$ cat src/rtl/lcx_pkg.sv
package lcx_pkg;

  typedef struct packed {
    logic rd_ram;   // reads of upper region from card RAM
    logic wr_en;    // stores reach card RAM
    logic bank2;    // second 4K bank for the D page
  } lcx_cfg_t;

  localparam lcx_cfg_t LCX_CFG_RST = '{rd_ram: 1'b0, wr_en: 1'b0, bank2: 1'b0};

  // sel = {addr[3], addr[1:0]}
  function automatic lcx_cfg_t lcx_decode(input logic [2:0] sel);
    lcx_cfg_t c;
    c.bank2  = ~sel[2];
    c.rd_ram = ~(sel[1] ^ sel[0]);
    c.wr_en  = sel[0];
    return c;
  endfunction

endpackage

$ cat src/rtl/lcx_rst_sync.sv
module lcx_rst_sync #(
  parameter int STAGES = 2
) (
  input  logic clk,
  input  logic rst_n,
  output logic rst_sync_n
);
  logic [STAGES-1:0] sync_q;

  always_ff @(posedge clk or negedge rst_n) begin
    if (!rst_n) sync_q <= '0;
    else        sync_q <= {sync_q[STAGES-2:0], 1'b1};
  end

  assign rst_sync_n = sync_q[STAGES-1];
endmodule

$ cat src/rtl/lcx_switch_reg.sv
module lcx_switch_reg
  import lcx_pkg::*;
#(
  parameter int          PAGE_W  = 12,
  parameter logic [11:0] SW_PAGE = 12'hC08
) (
  input  logic              clk,
  input  logic              rst_n,
  input  logic [PAGE_W-1:0] addr_page,
  input  logic [2:0]        addr_sel,
  input  logic              cpu_rd,
  input  logic              card_present,
  output lcx_cfg_t          cfg
);
  logic     sw_hit;
  lcx_cfg_t cfg_d, cfg_q;

  assign sw_hit = cpu_rd && card_present && (addr_page == SW_PAGE[PAGE_W-1:0]);

  always_comb begin
    cfg_d = cfg_q;
    if (sw_hit) cfg_d = lcx_decode(addr_sel);
  end

  always_ff @(posedge clk or negedge rst_n) begin
    if (!rst_n)      cfg_q <= LCX_CFG_RST;
    else if (sw_hit) cfg_q <= cfg_d;
  end

  assign cfg = cfg_q;
endmodule

$ cat src/rtl/lcx_addr_map.sv
module lcx_addr_map
  import lcx_pkg::*;
#(
  parameter int ADDR_W  = 16,
  parameter int CARD_AW = 14,
  parameter int ROM_AW  = 14
) (
  input  logic [ADDR_W-1:0]  cpu_addr,
  input  logic               cpu_wr,
  input  lcx_cfg_t           cfg,
  output logic               sel_card_rd,
  output logic               sel_rom_rd,
  output logic               card_wr_en,
  output logic [CARD_AW-1:0] card_addr,
  output logic [ROM_AW-1:0]  rom_addr,
  output logic [ADDR_W-1:0]  low_addr,
  output logic               not_mine
);
  localparam int          PG_LSB   = ADDR_W - 4;
  localparam logic [3:0]  HI_PAGE  = 4'hD;
  localparam logic [ROM_AW-1:0] ROM_OFS = ROM_AW'(12'h000) | (ROM_AW'(1) << PG_LSB);

  logic [3:0] page4;
  logic       hi;

  assign page4 = cpu_addr[ADDR_W-1:PG_LSB];
  assign hi    = (page4 >= HI_PAGE);

  always_comb begin
    card_addr = '0;
    rom_addr  = '0;
    if (hi) begin
      if (page4 == HI_PAGE)
        card_addr = {1'b0, cfg.bank2, cpu_addr[PG_LSB-1:0]};
      else
        card_addr = cpu_addr[CARD_AW-1:0];
      rom_addr = cpu_addr[ROM_AW-1:0] - ROM_OFS;
    end
  end

  assign sel_card_rd = hi &&  cfg.rd_ram;
  assign sel_rom_rd  = hi && !cfg.rd_ram;
  assign card_wr_en  = hi && cpu_wr && cfg.wr_en;
  assign low_addr    = cpu_addr;
  assign not_mine    = !hi;
endmodule

$ cat src/rtl/lcx_bank_ctrl.sv
module lcx_bank_ctrl
  import lcx_pkg::*;
#(
  parameter int ADDR_W  = 16,
  parameter int CARD_AW = 14,
  parameter int ROM_AW  = 14,
  parameter int SYNC_N  = 2
) (
  input  logic               clk,
  input  logic               rst_n,
  input  logic [ADDR_W-1:0]  cpu_addr,
  input  logic               cpu_rd,
  input  logic               cpu_wr,
  input  logic               card_present,
  output logic               sel_card_rd,
  output logic               sel_rom_rd,
  output logic               card_wr_en,
  output logic               rd_ram_mode,
  output logic               wr_enabled,
  output logic               bank2_sel,
  output logic [CARD_AW-1:0] card_addr,
  output logic [ROM_AW-1:0]  rom_addr,
  output logic [ADDR_W-1:0]  low_addr,
  output logic               not_mine
);
  localparam int PAGE_W = ADDR_W - 4;

  logic     rst_sync_n;
  lcx_cfg_t cfg;

  lcx_rst_sync #(.STAGES(SYNC_N)) u_rst (
    .clk(clk), .rst_n(rst_n), .rst_sync_n(rst_sync_n)
  );

  lcx_switch_reg #(.PAGE_W(PAGE_W)) u_sw (
    .clk(clk), .rst_n(rst_sync_n),
    .addr_page(cpu_addr[ADDR_W-1:4]),
    .addr_sel({cpu_addr[3], cpu_addr[1:0]}),
    .cpu_rd(cpu_rd), .card_present(card_present), .cfg(cfg)
  );

  lcx_addr_map #(.ADDR_W(ADDR_W), .CARD_AW(CARD_AW), .ROM_AW(ROM_AW)) u_map (
    .cpu_addr(cpu_addr), .cpu_wr(cpu_wr), .cfg(cfg),
    .sel_card_rd(sel_card_rd), .sel_rom_rd(sel_rom_rd), .card_wr_en(card_wr_en),
    .card_addr(card_addr), .rom_addr(rom_addr), .low_addr(low_addr), .not_mine(not_mine)
  );

  assign rd_ram_mode = cfg.rd_ram;
  assign wr_enabled  = cfg.wr_en;
  assign bank2_sel   = cfg.bank2;
endmodule

$ cat config.mk
export PLATFORM = sky130hd
export DESIGN_NAME = lcx_bank_ctrl
export DESIGN_NICKNAME = d
export VERILOG_FILES = /design/src/rtl/lcx_pkg.sv /design/src/rtl/lcx_rst_sync.sv /design/src/rtl/lcx_switch_reg.sv /design/src/rtl/lcx_addr_map.sv /design/src/rtl/lcx_bank_ctrl.sv
export SDC_FILE = /design/constraint.sdc
export NUM_CORES = 1
export LEC_CHECK = 0
export ABC_CLOCK_PERIOD_IN_PS = 1400
export BUFFER_PORTS_ARGS = -buffer_cell sky130_fd_sc_hd__buf_2
export CAP_MARGIN = 25
export CORE_MARGIN = 10
export CORE_UTILIZATION = 34
export CTS_BUF_LIST = sky130_fd_sc_hd__clkbuf_8
export DETAILED_ROUTE_END_ITERATION = 10
export PLACE_DENSITY_LB_ADDON = 0.1
export SYNTH_ARGS = -nofsm -noshare
export SYNTH_HDL_FRONTEND = slang
export SYNTH_SLANG_ARGS = --single-unit
$ cat constraint.sdc
create_clock -name clk -period 1.4 [get_ports clk]
set_input_delay 0.14 -clock clk [delete_from_list [all_inputs] [get_ports clk]]
set_output_delay 0.14 -clock clk [all_outputs]
set_load 0.01 [all_outputs]
==> results of run 1 <==
[what timing repair did]
action                                 4_1_cts  5_1_grt
pin swaps                                    3        3
hold buffers                                 1        0
cloned                                       0        0
endpoints found under the hold margin        2        0
setup buffers                                1        3
setup endpoints to repair                   33       33
resized for setup                           12       12
[layout make-up]
class	count	area, µm²	share of cell area (%)
clock buffer	3	41.3	4.03
sequential	5	125	12.2
inverter	5	40.0	3.91
multi-input combinational	34	307	30.0
tap	25	31.3	3.06
timing repair buffer	82	475	46.5
clock inverter	1	3.75	0.367
[stage by stage]
step | hold WS (ns) | std cells | setup slack (ns)
finish | 0.0369 | 155 | -0.194
detailed placement | -0.0742 | 148 | -0.554
global route | 0.0561 | 155 | -0.215
global placement | -0.0742 | 148 | -0.534
floorplan | -0.156 | 73 | -0.298
CTS | 0.0393 | 154 | -0.209
[layer usage]
metal / part of all wire, % / vias to the layer above
met5: 0 / -
met4: 0.87 / 0
met3: 11 / 5
met2: 53 / 33
met1: 35 / 280
li1: - / 315
[state kept, by name, summed over array words and instances, names as in the netlist]
| register | count |
|---|---|
| u_rst.sync_q | 2 |
| u_sw.cfg | 3 |
[worst max path at each step]
stage / endpoint / slack, ns / startpoint
floorplan: u_sw.cfg[1] / -0.30 / cpu_addr[13]
global placement: u_sw.cfg[1] / -0.53 / cpu_addr[13]
detailed placement: u_sw.cfg[1] / -0.55 / cpu_addr[13]
CTS: u_sw.cfg[2] / -0.21 / cpu_addr[13]
global route: u_sw.cfg[2] / -0.21 / cpu_addr[13]
finish: u_sw.cfg[2] / -0.19 / cpu_addr[13]
[layout by cell type (no fill, tap or decap), types with 3 or more instances in the layout]
cell type,instances
clkbuf_8,3
buf_2,68
buf_4,8
buf_6,4
and2_4,6
dfrtp_1,5
and2_1,7
[cells in the mapped netlist]
cell type and instances:
buf_4 28, and2_1 12, dfrtp_1 5, inv_1 5, nor2_1 4, a21oi_1 2, ha_1 2, mux2_4 2
or4b_1 2, and2_2 1, and3_1 1, clkbuf_1 1, conb_1 1, mux2i_1 1, nand2_1 1, nand3b_1 1
nor3b_1 1, nor4_1 1, or4_4 1, xnor2_1 1
[logic make-up (layout without fill, tap and decap cells)]
group	after synthesis	in the layout	synth area share [%]
and+or+nand+nor	25	25	26.4
DFF	5	5	20.7
AOI/OAI and AO/OA	2	2	1.65
other	1	1	0.619
xor gates and xnor gates	1	1	1.45
adders and majority gates	2	2	4.13
muxes	3	3	6.61
buffers and inverters	34	91	38.4
[report_power, final]
part,leakage [nW],internal (mW),switching (mW)
logic,0.544,0.118,0.112
registers,0.0600,0.149,0.00209
clock network,0.0269,0.187,0.0653
==> flow_metrics.py, run 1 <==
metrics = {
    "run_status": {
        "status": "finished, violations left",
        "violations": "negative setup slack",
    },
    "clocking": {
        "numCtsBuffers": 3,
        "cts_tree": "done",
        "path_clk_slew_ns": 0.03,
        "clock_sinks": 5,
        "clkLatencyLatePin_ns": 0.22,
        "cts_root_buf": "clkbuf_8",
        "cts-htree-levels": 1,
        "max-clock-path-buffers": 2,
    },
    "floorplan": {
        "row_count": 15,
        "dieWidth_um": 62.2,
        "pin_count": 72,
        "die_area_um2": 3870,
        "initial_core_util_pct": 35.5,
        "core_um2": 1710,
        "chipHeight_um": 62.2,
    },
    "job": {
        "drv_cap": 0,
    },
    "setup_path": {
        "cp-end-kind": "flop",
        "reg2reg_slack_ns": 0.62,
        "worstPathBufferInverterCount": 2,
        "reg2reg_from": "u_sw.cfg[2]",
        "reg2reg_to": "u_sw.cfg[2]",
        "cp.depth": 6,
        "cp_slowest_cell": "or4_4",
        "startpoint_type": "primary input",
        "path_max_fanout": 3,
        "ff2ff_path_depth": 1,
        "crit_type": "primary input to flop",
        "crit_arrival_ns": 1.69,
        "crit_chain": "buf_12 > inv_16 > ha_4 > or4b_4 > or4_4 > mux2_4",
        "required_ns": 1.50,
        "path_delay_family": "simple AND/OR/NAND/NOR gates",
        "cp_slowest_stage_delay_ns": 0.52,
    },
    "routing": {
        "routed_wl_um": 2080,
        "ant_nets": 0,
        "drt_pass1_iterations": 4,
        "vias_per_cell": 4.08,
        "avgRoutedWirePerCell_um": 13.4,
        "drt_iter0_drc": 4,
        "vias": 633,
        "drc_errors": 0,
    },
    "logic_synthesis": {
        "synth_top_area_cell": "buf_4",
        "synth_cell_types": 20,
        "syn_inst": 73,
        "avgSynthCellArea_um2": 8.30,
        "synth_fp_nets": 96,
        "synth_top_area_share_pct": 34.7,
        "synthesis.area_um2": 606,
        "synthTopCellsByArea": "buf_4 (35%), dfrtp_1 (21%), and2_1 (12%)",
        "synth.ff_latch_count": 5,
        "yosysWarnings": 0,
        "seq_area_frac_synth_pct": 20.7,
    },
    "grt": {
        "gr-total-overflow": 0,
        "antenna_found_initial": 0,
        "use_met2_pct": 18.2,
        "grt.total_usage_pct": 10.1,
        "busiest_layer": "met2",
        "grt_max_degree": 9,
        "grt_util_met1_pct": 9.15,
        "grt_pass1_wl_um": 3190,
        "grt_pass1_vias": 673,
        "use_met3_pct": 5.73,
    },
    "cells_and_area": {
        "fillCellCount": 159,
        "nets": 154,
        "utilization_pct": 59.9,
        "syn_to_final_growth_pct": 69.0,
        "fin_area_um2": 1020,
        "diodes": 0,
        "drive_above_1_share_pct": 79.2,
    },
    "min_path": {
        "hold_path.class": "flop to asynchronous set/reset pin",
    },
    "sta": {
        "layout_setup_ws_ns": -0.194,
        "setup_viol": 3,
        "skew_ns": 0.00220,
        "slew_viol_final": 0,
        "final.min_clock_period_ns": 1.59,
        "rsz0062_at_grt": "true",
        "fmax_mhz": 627,
        "tns_ns": -0.530,
        "hold_viol": 0,
        "post-route-period-util_pct": 114,
    },
    "placed_design": {
        "hpwl_um": 1810,
        "port_buffers": 71,
        "placed_area_um2": 870,
        "gp_congestion": 0.664,
    },
    "power": {
        "fin_total_pwr_mw": 0.633,
        "vdd_drop_max_v": 0.000625,
        "leakage_nw": 0.630,
        "power_density_nw_per_um2": 618,
    },
}
Note: power is estimated with default switching activity, not from simulation.
==> inputs of run 2 (changes only) <==
--- a/config.mk
+++ b/config.mk
@@ -5,11 +5,11 @@
 export SDC_FILE = /design/constraint.sdc
 export NUM_CORES = 1
 export LEC_CHECK = 0
-export ABC_CLOCK_PERIOD_IN_PS = 1400
+export ABC_CLOCK_PERIOD_IN_PS = 1900
 export BUFFER_PORTS_ARGS = -buffer_cell sky130_fd_sc_hd__buf_2
 export CAP_MARGIN = 25
 export CORE_MARGIN = 10
-export CORE_UTILIZATION = 34
+export CORE_UTILIZATION = 36
 export CTS_BUF_LIST = sky130_fd_sc_hd__clkbuf_8
 export DETAILED_ROUTE_END_ITERATION = 10
 export PLACE_DENSITY_LB_ADDON = 0.1
==> constraint.sdc (replaced) <==
create_clock -name clk -period 1.9 [get_ports clk]
set_input_delay 0.19 -clock clk [delete_from_list [all_inputs] [get_ports clk]]
set_output_delay 0.19 -clock clk [all_outputs]
set_load 0.01 [all_outputs]
==> run 2 against run 1 <==
Against the previous run:
- the run now ends clean
- global-route usage down 1.3 points
- worst hold slack better by 0.0058 ns
- critical path depth unchanged
- routed wire length down 7.7%
- non-clock buffer count down 6
- total power down 32%
- design area down 17%
- worst setup slack better by 0.34 ns
- critical path type unchanged
- largest cell class unchanged
==> flow_metrics.py, run 2 (same netlist as run 1, synthesis figures left out) <==
metrics = {
    "setup_path": {
        "path_max_fanout": 3,
        "cp-end-kind": "flop",
        "crit_type": "primary input to flop",
        "path_delay_family": "simple AND/OR/NAND/NOR gates",
        "crit_chain": "buf_2 > inv_1 > ha_1 > or4b_1 > or4_4 > mux2_4",
        "worstPathBufferInverterCount": 2,
        "cp_slowest_stage_delay_ns": 0.53,
        "startpoint_type": "primary input",
        "cp_slowest_cell": "or4_4",
        "crit_arrival_ns": 1.85,
        "required_ns": 2.00,
    },
    "cells_and_area": {
        "fillCellCount": 149,
        "syn_to_final_growth_pct": 40.7,
        "drive_above_1_share_pct": 66.1,
        "largest_register_ffs": 3,
        "layout_common_cells": "buf_2 (71), and2_1 (12), inv_1 (6)",
        "fin_cells": 140,
        "diodes": 0,
        "utilization_pct": 55.3,
        "nets": 148,
        "layout_commonest_cell": "buf_2",
        "fin_area_um2": 852,
    },
    "min_path": {
        "hold_path.class": "flop to asynchronous set/reset pin",
    },
    "grt": {
        "grt.total_usage_pct": 8.77,
        "grt_pass1_vias": 602,
        "gr-total-overflow": 0,
        "antenna_found_initial": 0,
        "grt_max_degree": 10,
        "grt_pass1_wl_um": 2590,
    },
    "floorplan": {
        "initial_core_util_pct": 39.3,
        "row_count": 14,
        "die_area_um2": 3720,
        "core_um2": 1540,
        "pin_count": 72,
        "dieWidth_um": 61.0,
        "chipHeight_um": 61.0,
    },
    "routing": {
        "top_layer": "met3",
        "drc_errors": 0,
        "vias": 606,
        "vias_per_cell": 4.33,
        "wl_met1_um": 753,
        "ant_nets": 0,
        "met3RoutedLength_um": 287,
        "avgRoutedWirePerCell_um": 13.7,
        "drt_iter0_drc": 9,
        "routed_wl_um": 1920,
        "wl_met2_um": 876,
        "drt_pass1_iterations": 2,
    },
    "power": {
        "power_frac_seq_pct": 25.7,
        "power_density_nw_per_um2": 508,
        "power.share.switching_pct": 28.2,
        "switching_power_mw": 0.122,
        "leakage_nw": 0.577,
        "fin_total_pwr_mw": 0.433,
        "vdd_drop_max_v": 0.000495,
        "p_int_mw": 0.311,
        "combPwrFrac_pct": 30.7,
        "clockPowerShare_pct": 43.6,
    },
    "placed_design": {
        "placedCellCount": 135,
        "hpwl_um": 1760,
        "port_buffers": 71,
        "placed_area_um2": 797,
        "preCtsSetupSlack_ns": -0.0593,
        "gp_congestion": 0.680,
    },
    "sta": {
        "fmax_mhz": 571,
        "layout_setup_ws_ns": 0.149,
        "rsz0062_at_grt": "false",
        "tns_ns": 0,
        "slew_viol_final": 0,
        "holdWs_ns": 0.0427,
        "final.min_clock_period_ns": 1.75,
        "setup_viol": 0,
        "hold_viol": 0,
        "skew_ns": 0.000325,
        "post-route-period-util_pct": 92.2,
    },
    "clocking": {
        "max-clock-path-buffers": 2,
        "cts-htree-levels": 1,
        "cts_tree": "done",
        "hold_buffers": 1,
        "cts_root_buf": "clkbuf_8",
        "ctsResizeCount": 0,
        "postCtsSetupBuffers": 0,
        "numCtsBuffers": 3,
        "path_clk_slew_ns": 0.04,
        "clkLatencyLatePin_ns": 0.22,
        "clock_sinks": 5,
    },
    "run_status": {
        "status": "finished, final reports clean",
    },
    "job": {
        "drv_cap": 0,
    },
}
[run 2: power groups by stage]
stage               registers (mW)  logic, mW  clock network (mW)
global placement             0.112      0.133                   0
floorplan                    0.112     0.0902                   0
global route                 0.111      0.147               0.205
detailed placement           0.112      0.134                   0
CTS                          0.111      0.136               0.192
finish                       0.111      0.133               0.189
[run 2: worst paths after layout]
path                       depth (start not counted)            start  slack [ns]              end
setup / recovery                                   6     cpu_addr[13]        0.15      u_sw.cfg[1]
hold / removal                                     0  u_rst.sync_q[1]        0.04      u_sw.cfg[0]
setup reg to reg                                   1      u_sw.cfg[2]        1.13      u_sw.cfg[2]
hold reg to reg                                    0  u_rst.sync_q[1]        0.04      u_sw.cfg[0]
max in group asynchronous                          2            rst_n        1.52  u_rst.sync_q[1]
min in group clk                                   2      cpu_addr[3]        0.17      u_sw.cfg[0]
[run 2: final cells by class]
cell class / count / area (µm²) / area share [%]
Clock buffer: 3 / 41.3 / 4.85
Clock inverter: 1 / 3.75 / 0.441
Inverter: 5 / 18.8 / 2.20
Multi-Input combinational cell: 34 / 248 / 29.1
Sequential cell: 5 / 125 / 14.7
Tap cell: 16 / 20.0 / 2.35
Timing Repair Buffer: 76 / 395 / 46.4
[run 2: routing by layer]
layer | global-route usage, % | up-vias
li1 | - | 307
met4 | 1.88 | 0
met5 | 0 | -
met1 | 10.3 | 259
met3 | 4.53 | 0
met2 | 14.0 | 40
==> inputs of run 3 (changes only) <==
--- a/config.mk
+++ b/config.mk
@@ -5,11 +5,11 @@
 export SDC_FILE = /design/constraint.sdc
 export NUM_CORES = 1
 export LEC_CHECK = 0
-export ABC_CLOCK_PERIOD_IN_PS = 1900
+export ABC_CLOCK_PERIOD_IN_PS = 1600
 export BUFFER_PORTS_ARGS = -buffer_cell sky130_fd_sc_hd__buf_2
 export CAP_MARGIN = 25
 export CORE_MARGIN = 10
-export CORE_UTILIZATION = 36
+export CORE_UTILIZATION = 30
 export CTS_BUF_LIST = sky130_fd_sc_hd__clkbuf_8
 export DETAILED_ROUTE_END_ITERATION = 10
 export PLACE_DENSITY_LB_ADDON = 0.1
==> constraint.sdc (replaced) <==
create_clock -name clk -period 1.6 [get_ports clk]
set_input_delay 0.16 -clock clk [delete_from_list [all_inputs] [get_ports clk]]
set_output_delay 0.16 -clock clk [all_outputs]
set_load 0.01 [all_outputs]
==> run 3 against run 2 <==
Against the previous run:
- first-iteration DRC count decreased by 67%
- sequential power is 19% higher
- die area grew 13%
- sequential cell count unchanged
- global-route usage is essentially flat
- count of clock-buffer cells in the layout unchanged
- total power grew 23%
- final cell count grew 11%
- via count is 2.0% higher
- largest cell class unchanged
- highest routed layer unchanged
==> flow_metrics.py, run 3 (same netlist as run 1, synthesis figures left out) <==
metrics = {
    "power": {
        "power_frac_seq_pct": 24.7,
        "fin_total_pwr_mw": 0.534,
        "combPwrFrac_pct": 33.9,
        "power_density_nw_per_um2": 555,
        "p_int_mw": 0.386,
        "switching_power_mw": 0.149,
        "vdd_drop_max_v": 0.000654,
        "clockPowerShare_pct": 41.4,
        "leakage_nw": 0.613,
        "power.share.switching_pct": 27.8,
    },
    "job": {
        "drv_cap": 0,
    },
    "sta": {
        "final.min_clock_period_ns": 1.55,
        "post-route-period-util_pct": 97.1,
        "hold_viol": 0,
        "tns_ns": 0,
        "slew_viol_final": 0,
        "setup_viol": 0,
        "fmax_mhz": 644,
        "rsz0062_at_grt": "false",
        "layout_setup_ws_ns": 0.0460,
        "holdWs_ns": 0.0498,
        "skew_ns": 0.000327,
    },
    "cells_and_area": {
        "fillCellCount": 195,
        "layout_common_cells": "buf_2 (69), and2_1 (12), buf_4 (9)",
        "syn_to_final_growth_pct": 59.1,
        "largest_register_ffs": 3,
        "nets": 153,
        "diodes": 0,
        "fin_cells": 156,
        "drive_above_1_share_pct": 71.3,
        "layout_commonest_cell": "buf_2",
    },
    "routing": {
        "ant_nets": 0,
        "vias_per_cell": 3.96,
        "vias": 618,
        "drt_iter0_drc": 3,
        "drc_errors": 0,
        "avgRoutedWirePerCell_um": 12.7,
        "routed_wl_um": 1980,
        "drt_pass1_iterations": 2,
    },
    "grt": {
        "grt.total_usage_pct": 8.78,
        "gr-total-overflow": 0,
        "grt_max_degree": 10,
        "antenna_found_initial": 0,
        "grt_pass1_vias": 711,
        "grt_pass1_wl_um": 3060,
    },
    "clocking": {
        "clkLatencyLatePin_ns": 0.22,
        "cts_root_buf": "clkbuf_8",
        "clock_sinks": 5,
        "cts-htree-levels": 1,
        "max-clock-path-buffers": 2,
        "numCtsBuffers": 3,
        "cts_tree": "done",
        "path_clk_slew_ns": 0.03,
    },
    "floorplan": {
        "dieWidth_um": 64.9,
        "die_area_um2": 4220,
        "core_um2": 1940,
        "chipHeight_um": 64.9,
        "row_count": 16,
        "pin_count": 72,
        "initial_core_util_pct": 31.2,
    },
    "setup_path": {
        "cp-end-kind": "flop",
        "required_ns": 1.70,
        "reg2reg_from": "u_sw.cfg[2]",
        "reg2reg_to": "u_sw.cfg[2]",
        "reg2reg_slack_ns": 0.82,
        "ff2ff_path_depth": 1,
        "path_max_fanout": 3,
        "crit_type": "primary input to flop",
        "crit_arrival_ns": 1.65,
        "startpoint_type": "primary input",
    },
    "placed_design": {
        "port_buffers": 71,
        "preCtsSetupSlack_ns": -0.330,
        "placedCellCount": 151,
        "hpwl_um": 1800,
        "gp_congestion": 0.643,
    },
    "run_status": {
        "status": "finished, final reports clean",
    },
    "min_path": {
        "hold_path.class": "flop to asynchronous set/reset pin",
    },
}
==> run 3: layer usage <==
layer / up-vias / wire length, µm / share of wire (%) / GRT usage [%]
li1: 312 / - / - / -
met1: 271 / 729 / 37 / 8.13
met2: 35 / 1010 / 51 / 15.8
met3: 0 / 237 / 12 / 6.53
met4: 0 / 0 / 0 / 0.802
met5: - / 0 / 0 / 0
==> run 3: power groups by stage <==
stage,clock (mW),sequential [mW],combinational (mW)
4_1_cts,0.230,0.132,0.185
3_5_place_dp,0,0.134,0.176
2_1_floorplan,0,0.133,0.112
5_1_grt,0.239,0.132,0.201
3_3_place_gp,0,0.133,0.175
6_report,0.221,0.132,0.181
==> run 3: critical path, stage by stage <==
cell and delay, ns:
buf_2 0.11, or4b_4 0.52, or4_4 0.56, mux2_4 0.31
==> run 3: final cells by class <==
class / instances / area, µm² / area share [%]
timing repair buffer: 81 / 454 / 47.1
tap: 27 / 33.8 / 3.51
inverter: 5 / 37.5 / 3.90
sequential: 5 / 125 / 13.0
multi-input combinational: 34 / 268 / 27.8
clock inverter: 1 / 3.75 / 0.390
clock buffer: 3 / 41.3 / 4.29
==> run 3: worst max path at each step <==
| stage | from | end | cells after the start |
|---|---|---|---|
| 6_report | cpu_addr[11] | u_sw.cfg[2] | 4 |
| 4_1_cts | cpu_addr[13] | u_sw.cfg[2] | 6 |
| 5_1_grt | cpu_addr[11] | u_sw.cfg[1] | 4 |
| 3_3_place_gp | cpu_addr[13] | u_sw.cfg[2] | 6 |
| 3_5_place_dp | cpu_addr[13] | u_sw.cfg[2] | 6 |
| 2_1_floorplan | cpu_addr[13] | u_sw.cfg[1] | 5 |
==> run 3: metrics by stage <==
| stage | util [%] | cell area (µm²) |
|---|---|---|
| after floorplan | - | 637 |
| after global placement | 45.3 | 880 |
| after detailed placement | 45.3 | 880 |
| after CTS | 49.2 | 956 |
| after global routing | 49.6 | 963 |
| final | 49.6 | 963 |
==> run 3: what timing repair did <==
action                                  in CTS  in global routing
pin swaps                                    2                  1
endpoints found under the setup margin       3                  3
buffers inserted                             0                  0
gates resized for setup                      5                  2
hold buffers                                 1                  0
endpoints found under the hold margin        2                  0
